--- config.mk ---
export PLATFORM = sky130hd
export DESIGN_NAME = dual_mode_ctrl
export DESIGN_NICKNAME = d
export VERILOG_FILES = /design/src/rtl/dual_mode_pkg.sv /design/src/rtl/mode_edge_det.sv /design/src/rtl/mode_pulse_cnt.sv /design/src/rtl/dual_mode_ctrl.sv
export SDC_FILE = /design/constraint.sdc
export NUM_CORES = 1
export LEC_CHECK = 0
export ABC_CLOCK_PERIOD_IN_PS = 2000
export BUFFER_PORTS_ARGS = -buffer_cell sky130_fd_sc_hd__buf_2
export CAP_MARGIN = 40
export CORE_ASPECT_RATIO = 0.9
export CORE_UTILIZATION = 30
export DETAILED_ROUTE_END_ITERATION = 6
export HOLD_SLACK_MARGIN = 0.08
export PLACE_DENSITY_LB_ADDON = 0.3
export RECOVER_POWER = 50
export SLEW_MARGIN = 20
export SYNTH_ARGS = -nofsm -noshare
export SYNTH_HDL_FRONTEND = slang
export SYNTH_SLANG_ARGS = --single-unit
--- constraint.sdc ---
create_clock -name clk -period 2 [get_ports clk]
set_input_delay 0.3 -clock clk [delete_from_list [all_inputs] [get_ports clk]]
set_output_delay 0.3 -clock clk [all_outputs]
set_load 0.02 [all_outputs]
--- src/rtl/dual_mode_pkg.sv ---
package dual_mode_pkg;

    typedef enum logic [1:0] {
        MD_STREAM = 2'd0,
        MD_WAIT   = 2'd1,
        MD_BUS    = 2'd2
    } mode_e;

    typedef struct packed {
        logic bus;
        logic wait_st;
        logic stream;
    } mode_flags_t;

    function automatic mode_flags_t flags_of(mode_e m);
        mode_flags_t f;
        f = '0;
        case (m)
            MD_WAIT: f.wait_st = 1'b1;
            MD_BUS:  f.bus     = 1'b1;
            default: f.stream  = 1'b1;
        endcase
        return f;
    endfunction

endpackage

--- src/rtl/mode_edge_det.sv ---
module mode_edge_det #(
    parameter bit DETECT_RISE = 1'b1,
    parameter bit IDLE_LVL    = 1'b1
) (
    input  logic clk,
    input  logic rst,
    input  logic sig,
    output logic edge_p
);
    logic prev_q;

    always_ff @(posedge clk) begin
        if (rst) prev_q <= IDLE_LVL;
        else     prev_q <= sig;
    end

    generate
        if (DETECT_RISE) begin : g_rise
            assign edge_p = sig & ~prev_q;
        end else begin : g_fall
            assign edge_p = ~sig & prev_q;
        end
    endgenerate
endmodule

--- src/rtl/mode_pulse_cnt.sv ---
module mode_pulse_cnt #(
    parameter int CNT_W = 8
) (
    input  logic             clk,
    input  logic             rst,
    input  logic             en,
    input  logic             inc,
    input  logic             clr,
    output logic [CNT_W-1:0] cnt
);
    localparam logic [CNT_W-1:0] CNT_MAX = {CNT_W{1'b1}};

    always_ff @(posedge clk) begin
        if (rst || clr || !en)               cnt <= '0;
        else if (inc && (cnt != CNT_MAX))    cnt <= cnt + 1'b1;
    end

    AST_CNT_CLEAR: assert property (@(posedge clk) disable iff (rst)
        clr |=> (cnt == '0));
    AST_CNT_SATURATE: assert property (@(posedge clk) disable iff (rst)
        (en && !clr && cnt == CNT_MAX) |=> (cnt == CNT_MAX));
endmodule

--- src/rtl/dual_mode_ctrl.sv ---
module dual_mode_ctrl #(
    parameter int CNT_W        = 8,
    parameter int FALLBACK_CNT = 128
) (
    input  logic clk,
    input  logic rst,
    input  logic strm_clk,
    input  logic bus_clk,
    input  logic ctl_match,
    output logic mode_stream,
    output logic mode_wait,
    output logic mode_bus,
    output logic restart,
    output logic wr_allow
);
    import dual_mode_pkg::*;

    localparam logic [CNT_W-1:0] LIMIT = CNT_W'(FALLBACK_CNT);

    logic             strm_rise;
    logic             bus_fall;
    logic [CNT_W-1:0] pulse_cnt;
    mode_e            state_q, state_d;
    mode_flags_t      flags_q;
    logic             restart_q, restart_d;

    mode_edge_det #(.DETECT_RISE(1'b1), .IDLE_LVL(1'b1)) u_strm_edge (
        .clk(clk), .rst(rst), .sig(strm_clk), .edge_p(strm_rise)
    );

    mode_edge_det #(.DETECT_RISE(1'b0), .IDLE_LVL(1'b1)) u_bus_edge (
        .clk(clk), .rst(rst), .sig(bus_clk), .edge_p(bus_fall)
    );

    mode_pulse_cnt #(.CNT_W(CNT_W)) u_cnt (
        .clk(clk), .rst(rst),
        .en (state_q == MD_WAIT),
        .inc(strm_rise),
        .clr(bus_fall),
        .cnt(pulse_cnt)
    );

    always_comb begin
        state_d   = state_q;
        restart_d = 1'b0;
        case (state_q)
            MD_STREAM: if (bus_fall) state_d = MD_WAIT;
            MD_WAIT: begin
                if (ctl_match) begin
                    state_d = MD_BUS;
                end else if (!bus_fall && bus_clk && (pulse_cnt >= LIMIT)) begin
                    state_d   = MD_STREAM;
                    restart_d = 1'b1;
                end
            end
            default: state_d = MD_BUS;
        endcase
    end

    always_ff @(posedge clk) begin
        if (rst) begin
            state_q   <= MD_STREAM;
            flags_q   <= flags_of(MD_STREAM);
            restart_q <= 1'b0;
        end else begin
            state_q   <= state_d;
            flags_q   <= flags_of(state_d);
            restart_q <= restart_d;
        end
    end

    assign mode_stream = flags_q.stream;
    assign mode_wait   = flags_q.wait_st;
    assign mode_bus    = flags_q.bus;
    assign restart     = restart_q;
    assign wr_allow    = flags_q.bus & strm_clk;

    AST_FLAGS_ONEHOT: assert property (@(posedge clk) disable iff (rst)
        $onehot({mode_bus, mode_wait, mode_stream}));
    AST_ENTER_WAIT: assert property (@(posedge clk) disable iff (rst)
        (mode_stream && bus_fall) |=> mode_wait);
    AST_RESTART_SINGLE: assert property (@(posedge clk) disable iff (rst)
        restart |=> !restart);
    AST_RESTART_IN_STREAM: assert property (@(posedge clk) disable iff (rst)
        restart |-> (mode_stream && $past(mode_wait)));
    AST_BUS_STICKY: assert property (@(posedge clk) disable iff (rst)
        mode_bus |=> mode_bus);
    AST_MATCH_WINS: assert property (@(posedge clk) disable iff (rst)
        (mode_wait && ctl_match) |=> (mode_bus && !restart));
endmodule

==> flow_metrics.py <==
metrics = {
    "global_routing": {
        "grt_overflow": 0,
        "grt_start_max_net_pins": 9,
        "grt_usage_pct": 11.1,
        "grt_pass1_vias": 463,
        "antenna_found_initial": 0,
        "grt_pass1_wl_um": 1950,
    },
    "logic_synthesis": {
        "synthesis.area_um2": 701,
        "synthCells": 75,
        "netlist.area_leader.share_pct": 45.7,
        "ys_ff_latch": 16,
        "synthMuxAreaShare_pct": 1.43,
        "yosysSeqAreaShare_pct": 45.7,
        "syn_nets": 84,
        "synth_fa_ha_area_share_pct": 7.14,
        "synth.area.top_cells": "dfxtp_1 46%, ha_1 7.1%, nor2_1 4.8%",
        "synthSimpleGateAreaFrac_pct": 26.4,
        "synth-xor-area-share_pct": 5.00,
        "ys_warn_count": 0,
        "synth_top_area_cell": "dfxtp_1",
        "synth_top_family_by_area": "simple AND/OR/NAND/NOR gates",
        "synth-compound-area-share_pct": 10.0,
        "synth.avg_cell_area_um2": 9.34,
        "yosysUniqueCellTypes": 27,
    },
    "sta": {
        "skew_ns": 0.00328,
        "rsz0062_at_grt": "false",
        "clock.fmax_ghz": 0.604,
        "finalSetupTns_ns": 0,
        "slew_violations": 0,
        "hold_violations": 0,
        "setup_violations": 0,
        "max_slew.worst_pin.slew_ns": 0.570,
        "finalCritPeriodShare_pct": 82.7,
        "slew-limit-headroom_pct": 61.6,
        "fin_crit_ns": 1.65,
    },
    "placement": {
        "port_buffers": 9,
        "place.gp.congestion": 0.731,
        "placed_area_um2": 783,
    },
    "hold_path": {
        "holdPathEnd": "restart",
        "hp-start": "ctl_match",
        "worstHoldPathCells": 2,
        "hp-class": "input pin to register",
    },
    "routing": {
        "drt_iter0_markers": 16,
        "ant_nets": 0,
        "vias": 540,
        "viasPerCell": 4.70,
        "dr.pass1.iters": 4,
        "wl_per_cell_um": 10.1,
        "drc": 0,
        "wirelength_um": 1170,
    },
    "clock_tree": {
        "htree_levels": 1,
        "cts_sinks": 16,
        "cts_tree": "built",
        "root_buffer": "clkbuf_4",
        "post_cts_buffers": 0,
        "insertion_delay_ns": 0.28,
        "cts.path.max_buffers": 2,
        "cts_buffers": 3,
        "clkTransAtPathRegs_ns": 0.08,
        "hold_buffers": 0,
        "ctsResizeCount": 0,
    },
    "floorplan": {
        "ioPinCount": 10,
        "die_h_um": 47.8,
        "fp.coreArea_um2": 2180,
        "die_area_um2": 2530,
        "start_util_pct": 32.1,
        "dieWidth_um": 52.9,
        "num_rows": 16,
    },
    "power": {
        "powerDensity_nw_per_um2": 689,
        "p_leak_uw": 0.000317,
        "peakVddDrop_mv": 0.308,
    },
    "setup_path": {
        "r2r_cells": 4,
        "r2r-end": "u_cnt.cnt[5]",
        "ff2ff_setup_slack_ns": 0.35,
        "cp.arrival_ns": 1.88,
        "cp_max_fo": 4,
        "worstSetupEndpointType": "register",
        "r2r_start": "state_q[0]",
        "startpoint_type": "register",
        "critPathKind": "register to register",
        "crit_required_ns": 2.23,
    },
    "final_layout": {
        "most-common-layout-cells": "16 x dfxtp_1, 9 x nor2_1, 6 x nand2_1, 6 x clkbuf_1, 5 x inv_1",
        "synthToLayoutAreaGrowth_pct": 13.9,
        "finalNetCount": 99,
        "antenna_cells": 0,
        "drive_above_1_share_pct": 15.9,
        "final_cell_area_um2": 798,
        "final_common_cell": "dfxtp_1",
    },
    "outcome": {
        "status": "complete, no violations",
    },
    "run": {
        "drv_cap": 0,
    },
}
[Yosys cell counts]
library cell	number
or3b_1	1
nor3_1	1
buf_6	1
o2bb2ai_1	1
o2111ai_1	1
nor2_1	9
and2b_1	1
and3_2	1
or2_2	3
o21ai_0	1
nand3_1	2
or2_1	1
xor2_1	3
a21oi_1	2
inv_1	5
o31ai_1	1
and2_1	2
xnor2_1	1
or4_1	3
ha_1	4
dfxtp_1	16
o211ai_1	4
nand4_1	1
mux2i_1	1
nor2b_1	1
nand2_1	6
and2b_2	2
[routing by layer]
| metal | global-route usage [%] | wire length, um | share of wire [%] |
|---|---|---|---|
| met1 | 12.5 | 612 | 52 |
| met2 | 18.0 | 519 | 44 |
| met3 | 4.76 | 18 | 1.5 |
| met4 | 6.32 | 16 | 1.4 |
| met5 | 0 | 0 | 0 |
[where the power goes]
group	total (uW)	internal (uW)	switching, uW	leakage (uW)
Sequential	335	331	4.88	0.000130
Combinational	56.1	22.6	33.5	0.000173
Clock	159	69.8	88.8	0.0000138
[cells by family (layout without fill, tap and decap cells)]
logic type / count (synthesis) / count (layout)
XOR/XNOR: 4 / 4
AND/OR/NAND/NOR: 34 / 34
multiplexers: 1 / 1
flip-flops: 16 / 16
adder cells (fa/ha/maj): 4 / 4
buffers and inverters: 6 / 19
AO/OA/AOI/OAI: 10 / 10
[critical path: stages (launching register included)]
cell and delay, ns:
dfxtp_1 0.37, or3b_1 0.39, or2_1 0.27, or4_1 0.51, nand2_1 0.07
[stage by stage]
stage	util, %	total power (uW)	hold WS, ns	setup WS, ns	instances
final	36.6	550	0.197	0.345	115
after global routing	36.6	588	0.185	0.191	115
after CTS	36.9	566	0.187	0.342	115
after detailed placement	35.9	401	0.480	0.267	112
after global placement	35.9	400	0.470	0.293	112
after floorplan	-	382	0.372	0.317	75
[how the worst max path moves through the flow]
stage	endpoint	start	slack, ns
after floorplan	u_cnt.cnt[5]	state_q[0]	0.32
after global placement	u_cnt.cnt[5]	rst	0.29
after detailed placement	u_cnt.cnt[7]	rst	0.27
after CTS	u_cnt.cnt[7]	state_q[0]	0.34
after global routing	u_cnt.cnt[1]	u_cnt.cnt[1]	0.19
final	u_cnt.cnt[5]	state_q[0]	0.35
[final cells by class]
class	instances	area (um2)
clock buffers	3	22.5
fillers	229	1380
inverters	5	18.8
multi-input cells	53	350
flip-flops and latches	16	320
well taps	27	33.8
repair buffers	11	52.6
[sequential cells by signal, summed over array words and instances, names as in the netlist]
name / count
mode_bus: 1
u_strm_edge.prev_q: 1
u_bus_edge.prev_q: 1
mode_wait: 1
mode_stream: 1
state_q: 2
restart: 1
u_cnt.cnt: 8
No activity file was read; power rests on OpenSTA's default activity.
